`src/rtl/page_walker.sv`:
```
module page_walker #(
  parameter int TLB_N = 32
) (
  input  logic        clk,
  input  logic        rst_n,
  input  logic        req_valid,
  input  logic [31:0] req_addr,
  input  logic        req_write,
  input  logic        req_user,
  input  logic [31:0] dir_base,
  input  logic        flush,
  output logic        busy,
  output logic        res_done,
  output logic        res_fault,
  output logic [31:0] res_paddr,
  output logic        mem_req,
  output logic        mem_we,
  output logic [31:0] mem_addr,
  output logic [31:0] mem_wdata,
  input  logic        mem_ack,
  input  logic [31:0] mem_rdata
);
  localparam int IW = $clog2(TLB_N);
  localparam int B_P = 0, B_RW = 1, B_US = 2, B_A = 5, B_D = 6, B_PS = 7;

  typedef enum logic [2:0] {S_IDLE, S_DRD, S_DCHK, S_DWR, S_TRD, S_TCHK, S_TWR} st_t;
  st_t st;

  logic [31:0] va, ent, pde_q;
  logic        wr_q, usr_q, refill_hit;
  logic [IW-1:0] fill_idx, rr;

  logic [TLB_N-1:0] tv;
  logic [19:0] t_vpn [TLB_N];
  logic [19:0] t_frm [TLB_N];
  logic        t_big [TLB_N];
  logic        t_rw  [TLB_N];
  logic        t_us  [TLB_N];
  logic        t_d   [TLB_N];

  logic          hit;
  logic [IW-1:0] hidx;
  always_comb begin
    hit  = 1'b0;
    hidx = '0;
    for (int i = TLB_N - 1; i >= 0; i--) begin
      if (tv[i] && (t_big[i] ? (t_vpn[i][19:10] == req_addr[31:22])
                             : (t_vpn[i] == req_addr[31:12]))) begin
        hit  = 1'b1;
        hidx = IW'(i);
      end
    end
  end

  wire hit_ok    = hit && !flush;
  wire h_perm    = req_user && (!t_us[hidx] || (req_write && !t_rw[hidx]));
  wire h_clean   = req_write && !t_d[hidx];
  wire [31:0] h_paddr = t_big[hidx] ? {t_frm[hidx][19:10], req_addr[21:0]}
                                    : {t_frm[hidx], req_addr[11:0]};
  wire accept    = req_valid && (st == S_IDLE);

  wire e_fault   = !ent[B_P] || (usr_q && (!ent[B_US] || (wr_q && !ent[B_RW])));
  wire at_dir    = (st == S_DCHK) || (st == S_DWR);
  wire leaf_dirty = wr_q && (!at_dir || ent[B_PS]);
  wire [31:0] need = ent | (32'd1 << B_A) | (leaf_dirty ? (32'd1 << B_D) : 32'd0);
  wire wb       = need != ent;

  wire fill_go = (st == S_DCHK && !e_fault && !wb && ent[B_PS]) ||
                 (st == S_DWR  && mem_ack && ent[B_PS]) ||
                 (st == S_TCHK && !e_fault && !wb) ||
                 (st == S_TWR  && mem_ack);
  wire f_rw = at_dir ? ent[B_RW] : (ent[B_RW] & pde_q[B_RW]);
  wire f_us = at_dir ? ent[B_US] : (ent[B_US] & pde_q[B_US]);

  assign busy      = st != S_IDLE;
  assign mem_req   = (st == S_DRD) || (st == S_DWR) || (st == S_TRD) || (st == S_TWR);
  assign mem_we    = (st == S_DWR) || (st == S_TWR);
  assign mem_addr  = at_dir || (st == S_DRD) ? {dir_base[31:12], va[31:22], 2'b00}
                                             : {pde_q[31:12], va[21:12], 2'b00};
  assign mem_wdata = ent;

  always_ff @(posedge clk) begin
    if (!rst_n) begin
      st <= S_IDLE;
      res_done <= 1'b0;
      res_fault <= 1'b0;
      res_paddr <= '0;
      va <= '0; ent <= '0; pde_q <= '0;
      wr_q <= 1'b0; usr_q <= 1'b0; refill_hit <= 1'b0;
      fill_idx <= '0;
    end else begin
      res_done  <= 1'b0;
      res_fault <= 1'b0;
      case (st)
        S_IDLE: if (accept) begin
          va    <= req_addr;
          wr_q  <= req_write;
          usr_q <= req_user;
          if (hit_ok && h_perm) res_fault <= 1'b1;
          else if (hit_ok && !h_clean) begin
            res_done  <= 1'b1;
            res_paddr <= h_paddr;
          end else begin
            st         <= S_DRD;
            refill_hit <= hit_ok;
            fill_idx   <= hit_ok ? hidx : rr;
          end
        end
        S_DRD: if (mem_ack) begin
          ent <= mem_rdata;
          st  <= S_DCHK;
        end
        S_DCHK: begin
          pde_q <= need;
          if (e_fault) begin
            res_fault <= 1'b1;
            st <= S_IDLE;
          end else if (wb) begin
            ent <= need;
            st  <= S_DWR;
          end else if (!ent[B_PS]) st <= S_TRD;
        end
        S_DWR: if (mem_ack && !ent[B_PS]) st <= S_TRD;
        S_TRD: if (mem_ack) begin
          ent <= mem_rdata;
          st  <= S_TCHK;
        end
        S_TCHK: begin
          if (e_fault) begin
            res_fault <= 1'b1;
            st <= S_IDLE;
          end else if (wb) begin
            ent <= need;
            st  <= S_TWR;
          end
        end
        default: ;
      endcase
      if (fill_go) begin
        res_done  <= 1'b1;
        res_paddr <= at_dir ? {ent[31:22], va[21:0]} : {ent[31:12], va[11:0]};
        st        <= S_IDLE;
      end
    end
  end

  always_ff @(posedge clk) begin
    if (!rst_n) begin
      tv <= '0;
      rr <= '0;
    end else begin
      if (flush) tv <= '0;
      else if (fill_go) tv[fill_idx] <= 1'b1;
      if (fill_go && !refill_hit) rr <= (rr == IW'(TLB_N - 1)) ? '0 : rr + 1'b1;
    end
  end

  always_ff @(posedge clk) begin
    if (fill_go) begin
      t_vpn[fill_idx] <= va[31:12];
      t_frm[fill_idx] <= ent[31:12];
      t_big[fill_idx] <= at_dir;
      t_rw[fill_idx]  <= f_rw;
      t_us[fill_idx]  <= f_us;
      t_d[fill_idx]   <= ent[B_D];
    end
  end

  assert_single_outcome_R11: assert property (@(posedge clk) disable iff (!rst_n)
    !(res_done && res_fault));
  assert_start_needs_req_R11: assert property (@(posedge clk) disable iff (!rst_n)
    $rose(busy) |-> $past(req_valid));
  assert_addr_hold_R1: assert property (@(posedge clk) disable iff (!rst_n)
    mem_req && !mem_ack |=> mem_req && $stable(mem_addr) && $stable(mem_we));
  assert_wb_used_R5: assert property (@(posedge clk) disable iff (!rst_n)
    mem_req && mem_we |-> mem_wdata[B_A] && mem_wdata[B_P]);
  assert_flush_empty_R9: assert property (@(posedge clk) disable iff (!rst_n)
    flush |=> tv == '0);
  assert_hit_quiet_R7: assert property (@(posedge clk) disable iff (!rst_n)
    res_done && !$past(busy) |-> !mem_req);
endmodule

```
`config.mk`:
```
export PLATFORM = sky130hd
export DESIGN_NAME = page_walker
export DESIGN_NICKNAME = d
export VERILOG_FILES = /design/src/rtl/page_walker.sv
export SDC_FILE = /design/constraint.sdc
export NUM_CORES = 2
export LEC_CHECK = 0
export BUFFER_PORTS_ARGS = -buffer_cell sky130_fd_sc_hd__buf_2
export CORE_MARGIN = 8
export CORE_UTILIZATION = 45
export CTS_BUF_LIST = sky130_fd_sc_hd__clkbuf_4 sky130_fd_sc_hd__clkbuf_8
export CTS_CLUSTER_DIAMETER = 40
export DETAILED_ROUTE_END_ITERATION = 8
export PLACE_DENSITY = 0.66
export SYNTH_ARGS = -nofsm -noshare
export SYNTH_HDL_FRONTEND = slang
export SYNTH_SLANG_ARGS = --single-unit
```
`constraint.sdc`:
```
create_clock -name clk -period 6.9 [get_ports clk]
set_input_delay 0.69 -clock clk [delete_from_list [all_inputs] [get_ports clk]]
set_output_delay 0.69 -clock clk [all_outputs]
set_load 0.05 [all_outputs]
```
==> results.toml <==
[outcome]
status = "complete, no violations"

[clock_tree]
cts.htree.levels = 5
post-cts-setup-buffer-count = 0
postCtsHoldBufs = 46
cts_resized = 0
clock_sinks = 1576
cts_tree = "done"
clkTransAtPathRegs_ns = 0.06
cts_buffers = 293
cts_root_buffer = "clkbuf_8"
insertion_delay_ns = 1.04
cts_max_path_buffers = 4

[detailed_routing]
drt_first_pass_iters = 6
detail_route.wl_per_cell_um = 27.0
drc = 0
vias = 43500
drt-initial-drc-count = 5170
avgViaCountPerCell = 5.86
ant_nets = 0
totalWireLength_um = 200000

[timing]
slew_viol_final = 0
setup_ws_ns = 1.28
max_freq_mhz = 178
holdWs_ns = 0.152
tightestPinTransition_ns = 1.34
rsz0062_at_grt = "no"
fin_skew_ns = 0.108
relSlewSlack = 0.107
final_hold_viol_count = 0
fin_crit_sh = 0.815
post-route-min-period_ns = 5.62
finalSetupTns_ns = 0
finalSetupViolCount = 0

[logic_synthesis]
synth-seq-cells = 1576
yosysTopAreaCell = "edfxtp_1"
yosysUniqueCellTypes = 102
synth_cells = 4762
synth_edf_count = 1408
yosysSeqAreaShare = 0.687
synth_top_area_share = 0.637
netlist_top_cells_area = "edfxtp_1, dfxtp_1, xnor2_1, nand2_1, xor2_1"
ys_warn_count = 0
synth_ff_type = "edfxtp_1"
syn_avg_cell_area_sq_um = 13.9
synth.cell_area_sq_um = 66400
async_reset_ff_frac = 0

[setup_path]
r2r_slack_ns = 1.28
path_max_fanout = 23
crit_slowest_cell = "o211ai_2"
endpoint_kind = "flip-flop"
cp-startpoint = "t_vpn[18][8]"
r2r-start = "t_vpn[18][8]"
cp-start-kind = "flip-flop"
crit_path_frequent_cell = "buf_4"
crit_family = "compound AO/OA/AOI/OAI gates"
required_ns = 7.80
crit_type = "reg -> reg"
path_buf_inv = 4
crit_arrival_ns = 6.52
slowest_delay_ns = 0.57
crit_path_cell_trace = "xor2_1 > nor4_1 > a41oi_1 > a2bb2oi_1 > a2111oi_1 > buf_4 > nand3_1 > a21o_1 > buf_4 > buf_4 > a2111oi_0 > a21oi_1 > nor4b_2 > o211ai_2 > nor2_4 > o311ai_4 > buf_12 > mux2i_1"

[global_route]
grt_first_pass_wirelength_um = 287000
grt_max_degree = 128
grtUsageTotal = 0.244
overflow = 0
grt_pass1_vias = 42300
antenna_found_initial = 9

[finish]
nFillCells = 12200
final_common_cell = "edfxtp_1"
layout_common_cells = "edfxtp_1, nand2_1, xnor2_1"
areaGrowthSynthToFinish_pct = 15.9
drive_above_1_share = 0.195
stdcell_area_sq_um = 76900
nets = 5372

[place]
gp_congestion = 0.933
io_buffer_count = 189
hpwl_um = 121000
pre_cts_ws_ns = 0.559
place_area_sq_um = 70500

[floorplanning]
core_area_sq_um = 147000
pin_count = 204
dieHeight_um = 400
num_rows = 141
start_util = 0.451
dieWidth_um = 400
dieArea_sq_um = 160000

[job]
maxCapViolations = 0

[pwr]
p_leak_nw = 26.7
p_per_area_nw_per_um2 = 287
ir_worst_vdd_mv = 0.474

[hold_path]
hp-start = "req_addr[18]"
hold_path_class = "in -> reg"
## through the flow
| step | power (W) | std cells | utilization |
|---|---|---|---|
| 2_1_floorplan | 0.0122 | 4763 | - |
| 3_3_place_gp | 0.0131 | 6855 | 0.479 |
| 3_5_place_dp | 0.0131 | 6855 | 0.479 |
| 4_1_cts | 0.0222 | 7410 | 0.523 |
| 5_1_grt | 0.0227 | 7411 | 0.523 |
| 6_report | 0.0221 | 7414 | 0.523 |
## power breakdown
group	leakage [nW]	internal, W	switching, W	total, W
Clock	3.11	0.00530	0.00387	0.00916
Sequential	14.2	0.0107	0.000114	0.0108
Combinational	9.42	0.000508	0.00161	0.00212
## synth_stat cells (all sizes together), types with 41 or more instances
master	count
nand2	660
edfxtp	1408
nand4	120
clkbuf	105
nand3	178
nor3	41
xnor2	365
xor2	276
nor2	206
mux2i	162
dfxtp	168
mux2	81
a31oi	50
o21ai	73
buf	161
nor4	83
a21oi	141
## cell type report
class	instances	area (sq um)	share of cell area
Multi-Input combinational cell	2902	19400	0.252
Inverter	19	73.8	0.000959
Clock inverter	90	810	0.0105
Timing Repair Buffer	474	3440	0.0447
Clock buffer	419	5120	0.0666
Tap cell	1930	2410	0.0314
Sequential cell	1576	45700	0.593
Antenna cell	4	10.0	0.000130
## cell families (layout without fill, tap and decap cells)
family,count (synthesis),in the layout,share of synthesized area
compound gates,585,585,0.0629
flops,1576,1576,0.687
xor+xnor,641,641,0.0846
simple gates,1428,1428,0.101
mux,243,243,0.0382
buf+inv,285,1002,0.0253
other cells,1,6,0.0000565
fa+ha+maj,3,3,0.000565
## worst min-delay path, delay by kind of cell
| family | cells | cell delay, ns |
|---|---|---|
| and+or+nand+nor | 1 | 0.10 |
| buffers and inverters | 1 | 0.22 |
| AOI/OAI and AO/OA | 1 | 0.06 |
## state kept, by name, summed over array words and instances, names as in the netlist, 3 cells and up
name,cells
pde_q,22
t_rw,32
fill_idx,5
t_frm,640
t_d,32
rr,5
t_vpn,640
mem_wdata,32
tv,32
va,32
st,3
t_big,32
res_paddr,32
t_us,32
## worst paths after layout
path	endpoint	depth (start not counted)
min reg2reg	pde_q[12]	2
max reg2reg	res_paddr[10]	18
min	va[18]	3
max	res_paddr[10]	18
## metal layers
layer / routed length [um] / track usage
met5: 11 / 0
met4: 6960 / 0.0880
met3: 22900 / 0.0664
met2: 89200 / 0.374
met1: 81400 / 0.335
No activity file was read; power rests on OpenSTA's default activity.
